File: config.mk
export PLATFORM = sky130hd
export DESIGN_NAME = tas_lock_unit
export DESIGN_NICKNAME = d
export VERILOG_FILES = /design/src/rtl/tas_lock_pkg.sv /design/src/rtl/tas_rr_arbiter.sv /design/src/rtl/tas_lock_store.sv /design/src/rtl/tas_lock_unit.sv
export SDC_FILE = /design/constraint.sdc
export NUM_CORES = 1
export LEC_CHECK = 0
export BUFFER_PORTS_ARGS = -buffer_cell sky130_fd_sc_hd__clkbuf_2
export CELL_PAD_IN_SITES_DETAIL_PLACEMENT = 1
export CELL_PAD_IN_SITES_GLOBAL_PLACEMENT = 2
export CORE_MARGIN = 2
export CORE_UTILIZATION = 25
export DETAILED_ROUTE_END_ITERATION = 8
export PLACE_DENSITY_LB_ADDON = 0.1
export SYNTH_ARGS = -nofsm -noshare
export SYNTH_HDL_FRONTEND = slang
export SYNTH_SLANG_ARGS = --single-unit
File: constraint.sdc
create_clock -name clk -period 5.09 [get_ports clk]
set_input_delay 0.2545 -clock clk [delete_from_list [all_inputs] [get_ports clk]]
set_output_delay 0.2545 -clock clk [all_outputs]
set_load 0.05 [all_outputs]
File: src/rtl/tas_lock_pkg.sv
package tas_lock_pkg;
    typedef enum logic [1:0] {
        OP_READ = 2'b00,
        OP_TAS  = 2'b01,
        OP_REL  = 2'b10,
        OP_PEEK = 2'b11
    } lock_op_e;
endpackage

File: src/rtl/tas_rr_arbiter.sv
module tas_rr_arbiter #(
    parameter int NUM_REQ = 4,
    localparam int ID_W = (NUM_REQ > 1) ? $clog2(NUM_REQ) : 1
) (
    input  logic               clk,
    input  logic               rst_n,
    input  logic [NUM_REQ-1:0] valid,
    output logic [NUM_REQ-1:0] gnt,
    output logic               any_gnt,
    output logic [ID_W-1:0]    win_id
);
    typedef struct packed {
        logic [ID_W-1:0] ptr;
    } arb_st_t;

    arb_st_t st_d, st_q;

    always_comb begin
        st_d    = st_q;
        gnt     = '0;
        any_gnt = 1'b0;
        win_id  = '0;
        for (int k = 0; k < NUM_REQ; k++) begin
            int c;
            c = int'(st_q.ptr) + k;
            if (c >= NUM_REQ) c = c - NUM_REQ;
            if (!any_gnt && valid[c]) begin
                gnt[c]  = 1'b1;
                any_gnt = 1'b1;
                win_id  = ID_W'(c);
            end
        end
        if (any_gnt) begin
            st_d.ptr = (int'(win_id) == NUM_REQ - 1) ? '0 : ID_W'(int'(win_id) + 1);
        end
    end

    always_ff @(posedge clk) begin
        if (!rst_n) st_q <= '0;
        else        st_q <= st_d;
    end


    one_grant_chk: assert property (@(posedge clk) disable iff (!rst_n)
        $onehot0(gnt));

    grant_needs_req_chk: assert property (@(posedge clk) disable iff (!rst_n)
        (gnt & ~valid) == '0);

    work_conserving_chk: assert property (@(posedge clk) disable iff (!rst_n)
        (valid != '0) |-> (gnt != '0));
endmodule

File: src/rtl/tas_lock_store.sv
module tas_lock_store
    import tas_lock_pkg::*;
#(
    parameter int NUM_LOCKS = 8,
    parameter int NUM_REQ   = 4,
    localparam int IDX_W = (NUM_LOCKS > 1) ? $clog2(NUM_LOCKS) : 1,
    localparam int ID_W  = (NUM_REQ > 1) ? $clog2(NUM_REQ) : 1
) (
    input  logic             clk,
    input  logic             rst_n,
    input  logic             acc,
    input  logic [ID_W-1:0]  acc_id,
    input  lock_op_e         acc_op,
    input  logic [IDX_W-1:0] acc_idx,
    output logic             rsp_valid,
    output logic [ID_W-1:0]  rsp_id,
    output logic             rsp_ok,
    output logic             rsp_old
);
    typedef struct packed {
        logic [NUM_LOCKS-1:0] words;
        logic                 vld;
        logic [ID_W-1:0]      id;
        logic                 ok;
        logic                 old;
        lock_op_e             op;
        logic [IDX_W-1:0]     idx;
    } store_st_t;

    store_st_t st_d, st_q;

    always_comb begin
        logic cur;
        st_d     = st_q;
        st_d.vld = acc;
        cur      = st_q.words[acc_idx];
        if (acc) begin
            st_d.id  = acc_id;
            st_d.op  = acc_op;
            st_d.idx = acc_idx;
            st_d.old = cur;
            unique case (acc_op)
                OP_TAS: begin
                    st_d.ok             = ~cur;
                    st_d.words[acc_idx] = 1'b1;
                end
                OP_REL: begin
                    st_d.ok             = 1'b1;
                    st_d.words[acc_idx] = 1'b0;
                end
                default: st_d.ok = 1'b1;
            endcase
        end
    end

    always_ff @(posedge clk) begin
        if (!rst_n) st_q <= '0;
        else        st_q <= st_d;
    end

    assign rsp_valid = st_q.vld;
    assign rsp_id    = st_q.id;
    assign rsp_ok    = st_q.ok;
    assign rsp_old   = st_q.old;


    rsp_follows_accept_chk: assert property (@(posedge clk) disable iff (!rst_n)
        acc |=> rsp_valid);

    no_rsp_without_accept_chk: assert property (@(posedge clk) disable iff (!rst_n)
        !acc |=> !rsp_valid);

    tas_leaves_word_set_chk: assert property (@(posedge clk) disable iff (!rst_n)
        (st_q.vld && st_q.op == OP_TAS) |-> st_q.words[st_q.idx]);

    rel_leaves_word_clear_chk: assert property (@(posedge clk) disable iff (!rst_n)
        (st_q.vld && st_q.op == OP_REL) |-> !st_q.words[st_q.idx]);

    tas_win_only_on_free_chk: assert property (@(posedge clk) disable iff (!rst_n)
        (acc && acc_op == OP_TAS && st_q.words[acc_idx]) |=> !rsp_ok);
endmodule

File: src/rtl/tas_lock_unit.sv
module tas_lock_unit
    import tas_lock_pkg::*;
#(
    parameter int NUM_REQ   = 4,
    parameter int NUM_LOCKS = 8,
    localparam int IDX_W = (NUM_LOCKS > 1) ? $clog2(NUM_LOCKS) : 1,
    localparam int ID_W  = (NUM_REQ > 1) ? $clog2(NUM_REQ) : 1
) (
    input  logic                     clk,
    input  logic                     rst_n,
    input  logic [NUM_REQ-1:0]       req_valid,
    input  logic [2*NUM_REQ-1:0]     req_op,
    input  logic [IDX_W*NUM_REQ-1:0] req_idx,
    output logic [NUM_REQ-1:0]       req_gnt,
    output logic                     rsp_valid,
    output logic [ID_W-1:0]          rsp_id,
    output logic                     rsp_ok,
    output logic                     rsp_old
);
    logic             any_gnt;
    logic [ID_W-1:0]  win_id;
    lock_op_e         sel_op;
    logic [IDX_W-1:0] sel_idx;

    tas_rr_arbiter #(.NUM_REQ(NUM_REQ)) u_arb (
        .clk     (clk),
        .rst_n   (rst_n),
        .valid   (req_valid),
        .gnt     (req_gnt),
        .any_gnt (any_gnt),
        .win_id  (win_id)
    );

    always_comb begin
        sel_op  = lock_op_e'(req_op[2*win_id +: 2]);
        sel_idx = req_idx[IDX_W*win_id +: IDX_W];
    end

    tas_lock_store #(.NUM_LOCKS(NUM_LOCKS), .NUM_REQ(NUM_REQ)) u_store (
        .clk       (clk),
        .rst_n     (rst_n),
        .acc       (any_gnt),
        .acc_id    (win_id),
        .acc_op    (sel_op),
        .acc_idx   (sel_idx),
        .rsp_valid (rsp_valid),
        .rsp_id    (rsp_id),
        .rsp_ok    (rsp_ok),
        .rsp_old   (rsp_old)
    );
endmodule

After elaboration in Yosys (flattened, before gate mapping) --
Cells that the tools add are included.
Storage, ports and cells: flip-flop bits (word level) 15, bits in latches 0, memory bits (writable) 0, bits in read-only memories 0, input port bits 26, output and inout port bits 9, word-level logic and storage cells 97, memories kept 0
Operators by class: add/sub/neg operators 8, multipliers 1, divide/modulo/power cells 0, magnitude comparators 14, equality and inequality tests 3, shifts and indexed selects 2, multiplexer cells 43, bitwise logic cells 7, reductions and logical operators 13
Operator list (number):
- 32-bit by 1-bit >= comparator with 1-bit output (second input constant) | 4
- 32-bit by 4-bit less-than comparator with 1-bit output (second input constant) | 4
- 32-bit 2-to-1 mux | 4
- 32-bit by 4-bit >= comparator with 1-bit output (second input constant) | 3
- 32-bit by 4-bit subtractor with 32-bit output (second input constant) | 3
- 1-bit 2-to-1 mux | 19
- 4-bit 2-to-1 mux | 4
- 8-bit case mux with 2 select lines | 1
- 4-bit bitwise OR | 3
- 12-bit by 5-bit variable part select with 3-bit output | 1
- 2-bit 2-to-1 mux | 5
- 8-bit bitwise AND | 1
- 1-bit binary-select mux with 2-bit select | 4
- 1-bit demux with 2-bit select | 4
- 1-bit logical AND | 8
- 8-bit NOT | 1
- 8-bit bitwise OR | 1
- 8-bit by 4-bit variable part select with 2-bit output | 1
- 2-bit by 2-bit adder with 3-bit output (second input constant) | 2
- 2-bit by 1-bit == test with 1-bit output (second input constant) | 2
- 3-bit by 4-bit less-than comparator with 1-bit output (second input constant) | 1
- 2-bit by 2-bit multiplier with 4-bit output (first input constant) | 1
- 2-bit by 3-bit subtractor with 4-bit output (second input constant) | 1
- 2-bit by 1-bit adder with 3-bit output (second input constant) | 1
- other kinds (10) | 12

Longest topological paths before layout --
word-level depth 24, mapped depth 18, mapped depth without buffers 14

By module --
From an unflattened synthesis, not the netlist that was laid out.
Second synthesis, totals: cell total of the unflattened synthesis 134, area, all modules 1327.5 µm²
By module, submodules not included:
- tas_lock_store | instances 1, cells an instance 71, area an instance 669.4 µm², seq. area each 260.2 µm²
- tas_rr_arbiter | instances 1, cells an instance 57, area an instance 534.3 µm², seq. area each 40.0 µm²
- tas_lock_unit | instances 1, cells an instance 6, area an instance 123.9 µm², seq. area each 0.0 µm²

Least setup slack after synthesis --
Ideal clock, no wire load.
kind reg-to-reg, start register u_arb.st_q[0] (netlist name), end register with a tool-made name, library setup time 116 ps, arrival 3646 ps, data required time 4974 ps, path slack 1328 ps, stages on the path, launching flop included 19, buffers on the path 4, period minus slack after synthesis 3762 ps, path through dfxtp_1 buf_4 inv_2 ha_1 buf_6 or3b_1 a2111oi_2 or3_1 buf_4 o21a_4 buf_8 nand2_1 nand3_1 nand2_1 ha_1 or2_2 nor4b_1 nand2_1 o211a_1
RTL lines:
- from (decl) | RTL line tas_rr_arbiter.sv:16 | arb_st_t st_d, st_q;
- from (signal assigned) | RTL line tas_rr_arbiter.sv:40 | else st_q <= st_d;

==> qor.txt <==
Post-synth EDFFs = 0
Critical Path Source Type = flop
Hold Path Class = in -> reg
Final Skew = 0.00133 ns
Setup Viol. Count Final = 0
Fill cells = 731
GRT Residual Overflow = 0
First-pass GRT wire length = 7310 µm
Ports = 35
Max-slew headroom = 0.467
Antenna violations before repair = 0
Largest net degree at the start of global routing = 16
Root buffer cell = clkbuf_8
Reg-to-Reg Start = u_arb.st_q[0]
Total track usage = 0.137
Setup bufs post-CTS = 0
Placed cell areas = 1710 µm²
Dominant cells by area after synthesis = dfxtp_1, ha_1, nand2_1
Port Buf Inserts = 34
Gate Count Post-Synth = 178
Max Freq = 0.222 GHz
Crit path arrival time = 4.64 ns
Cell Count, Final, Fillers Out = 277
DRT antenna net count = 0
Final Total Pwr = 1.36 mW
Setup crit end kind = flop
Grt met3 use = 0.0152
CTS H-tree depth = 1
# hold bufs at CTS = 0
Yosys top cell area share = 0.194
Crit path max fanout = 15
Yosys cell types = 58
P per Cell Area = 777 nW/µm²
Cell taking the most area after synthesis = dfxtp_1
Status = finished clean
Worst VDD drop = 212 µV
Pleak = 0.788 nW
CTS Buf Count = 3
MaxCap Viol Count = 0
Worst Path Required = 5.23 ns
P&R area growth vs syn = 13.4%
Placed wire-length estimate = 3540 µm
Core ar. = 5960 µm²
CTS Buffer Depth = 2
Via count = 1464
Ys async rst share = 0
Setup crit start = u_arb.st_q[0]
Final Critical Period = 4.50 ns
Dominant register cell in the synthesized netlist = dfxtp_1
Initial core utilization = 0.260
Worst Tran Pin Value = 0.800 ns
Hold_sp = rst_n
GR met2 Demand/Resource = 0.216
Post-Syn Area = 1550 µm²
Rows = 28
Via density = 5.29
Final Core Density = 0.295
Wire per inst = 16.4 µm
# diodes = 0
Post-Route WL = 4550 µm
# resized after CTS = 0
GR met1 Demand/Resource = 0.198
RSZ-0062 raised after global routing = false
Final Hold Fails = 0
Hold WS = 0.431 ns
Kind of critical path = reg -> reg
Die W = 82.7 µm
Vias in the first global route = 1507
1st-iter DRT viols = 51
Die area = 6840 µm²
Mean Syn Cell Area = 8.70 µm²
Final worst path period share = 0.885
DRC errors left = 0
Seq/Total Area, Yosys = 0.194
Syn nets = 214
Synth warn = 0
Nets@finish = 239
Final Worst Setup Slack = 0.587 ns
Clk_lat worst skew = 0.24 ns
Chip height = 82.7 µm
Fin Setup TNS = 0 ns
Share of cells above drive strength 1 = 0.287
Drt first pass iters = 4
Final Max Tran Viols = 0
Post-route cell area = 1760 µm²
Sink count of the clock tree = 15
Gpl congestion = 0.744
Layer with the highest usage = met2
Clk slew on worst S/H paths = 0.06 ns
Synthesis-stage register bit count = 15
Pre-CTS setup slack = 0.627 ns
TritonCTS clock tree = built
Dpl cells = 273
==> synth_stat cells (4+ instances only) <==
library cell,count
mux2i_1,5
nand3_1,6
o211ai_1,4
dfxtp_1,15
nor2_1,6
o21ai_0,9
inv_1,5
o211a_1,8
nand2_1,22
ha_1,10
buf_2,4
a22oi_1,9
buf_4,5
==> power breakdown <==
part / internal [mW] / switching (mW)
logic: 0.376 / 0.692
registers: 0.156 / 0.0446
clock network: 0.0541 / 0.0409
==> logic make-up (layout without fill, tap and decap cells) <==
| logic type | count (synthesis) | count (layout) | share of synthesized area |
|---|---|---|---|
| AO/OA/AOI/OAI | 53 | 53 | 0.293 |
| adder cells (fa/ha/maj) | 10 | 10 | 0.0808 |
| buffers and inverters | 20 | 44 | 0.0808 |
| flip-flops | 15 | 15 | 0.194 |
| multiplexers | 10 | 10 | 0.0889 |
| AND/OR/NAND/NOR | 70 | 70 | 0.262 |
==> layer usage <==
| metal | wire length (µm) | part of all wire |
|---|---|---|
| met1 | 2380 | 0.52 |
| met2 | 2000 | 0.44 |
| met3 | 144 | 0.032 |
| met4 | 19 | 0.0042 |
| met5 | 0 | 0 |
==> critical path, cell delays in order, from the launching register on <==
cell	delay (ns)
dfxtp_1	0.70
inv_2	0.18
ha_1	0.47
or3b_1	0.44
a2111oi_2	0.29
or3_1	0.35
o21ai_1	0.27
nand2_1	0.14
nand3_1	0.07
and2_1	0.20
ha_1	0.28
or2_2	0.36
nor4b_1	0.41
nand2_1	0.10
o211a_1	0.14
==> path summary, 6_finish.rpt <==
path | end | slack, ns | cells past startpoint
hold reg to reg | flop | 0.46 | 2
hold / removal | flop | 0.43 | 2
setup reg to reg | flop | 0.59 | 14
setup / recovery | flop | 0.59 | 14
==> placed cells by master (no fill, tap or decap), types with 2 or more instances in the layout <==
cell type	n
a2111oi_2	3
a21boi_0	2
a21oi_1	2
a22oi_1	9
and2_1	3
and3_1	3
clkbuf_2	34
clkbuf_8	3
dfxtp_1	15
ha_1	10
inv_1	5
mux2i_1	5
mux2i_2	2
mux4_2	2
nand2_1	22
nand2b_1	2
nand3_1	6
nand3b_1	3
nand4_1	2
nor2_1	6
nor2b_1	2
nor3b_1	2
nor4_1	3
nor4b_1	2
o211a_1	8
o211ai_1	4
o211ai_2	2
o21a_1	2
o21ai_0	9
o21ai_1	3
==> cell type report <==
type                            count  area [µm²]  area share
Multi-Input combinational cell    143        1120       0.639
Timing Repair Buffer               34         170      0.0969
Clock inverter                      1        5.00     0.00285
Inverter                            6        22.5      0.0128
Tap cell                           75        93.8      0.0535
Clock buffer                        3        41.3      0.0235
Sequential cell                    15         300       0.171
Note: power is estimated with default switching activity, not from simulation.
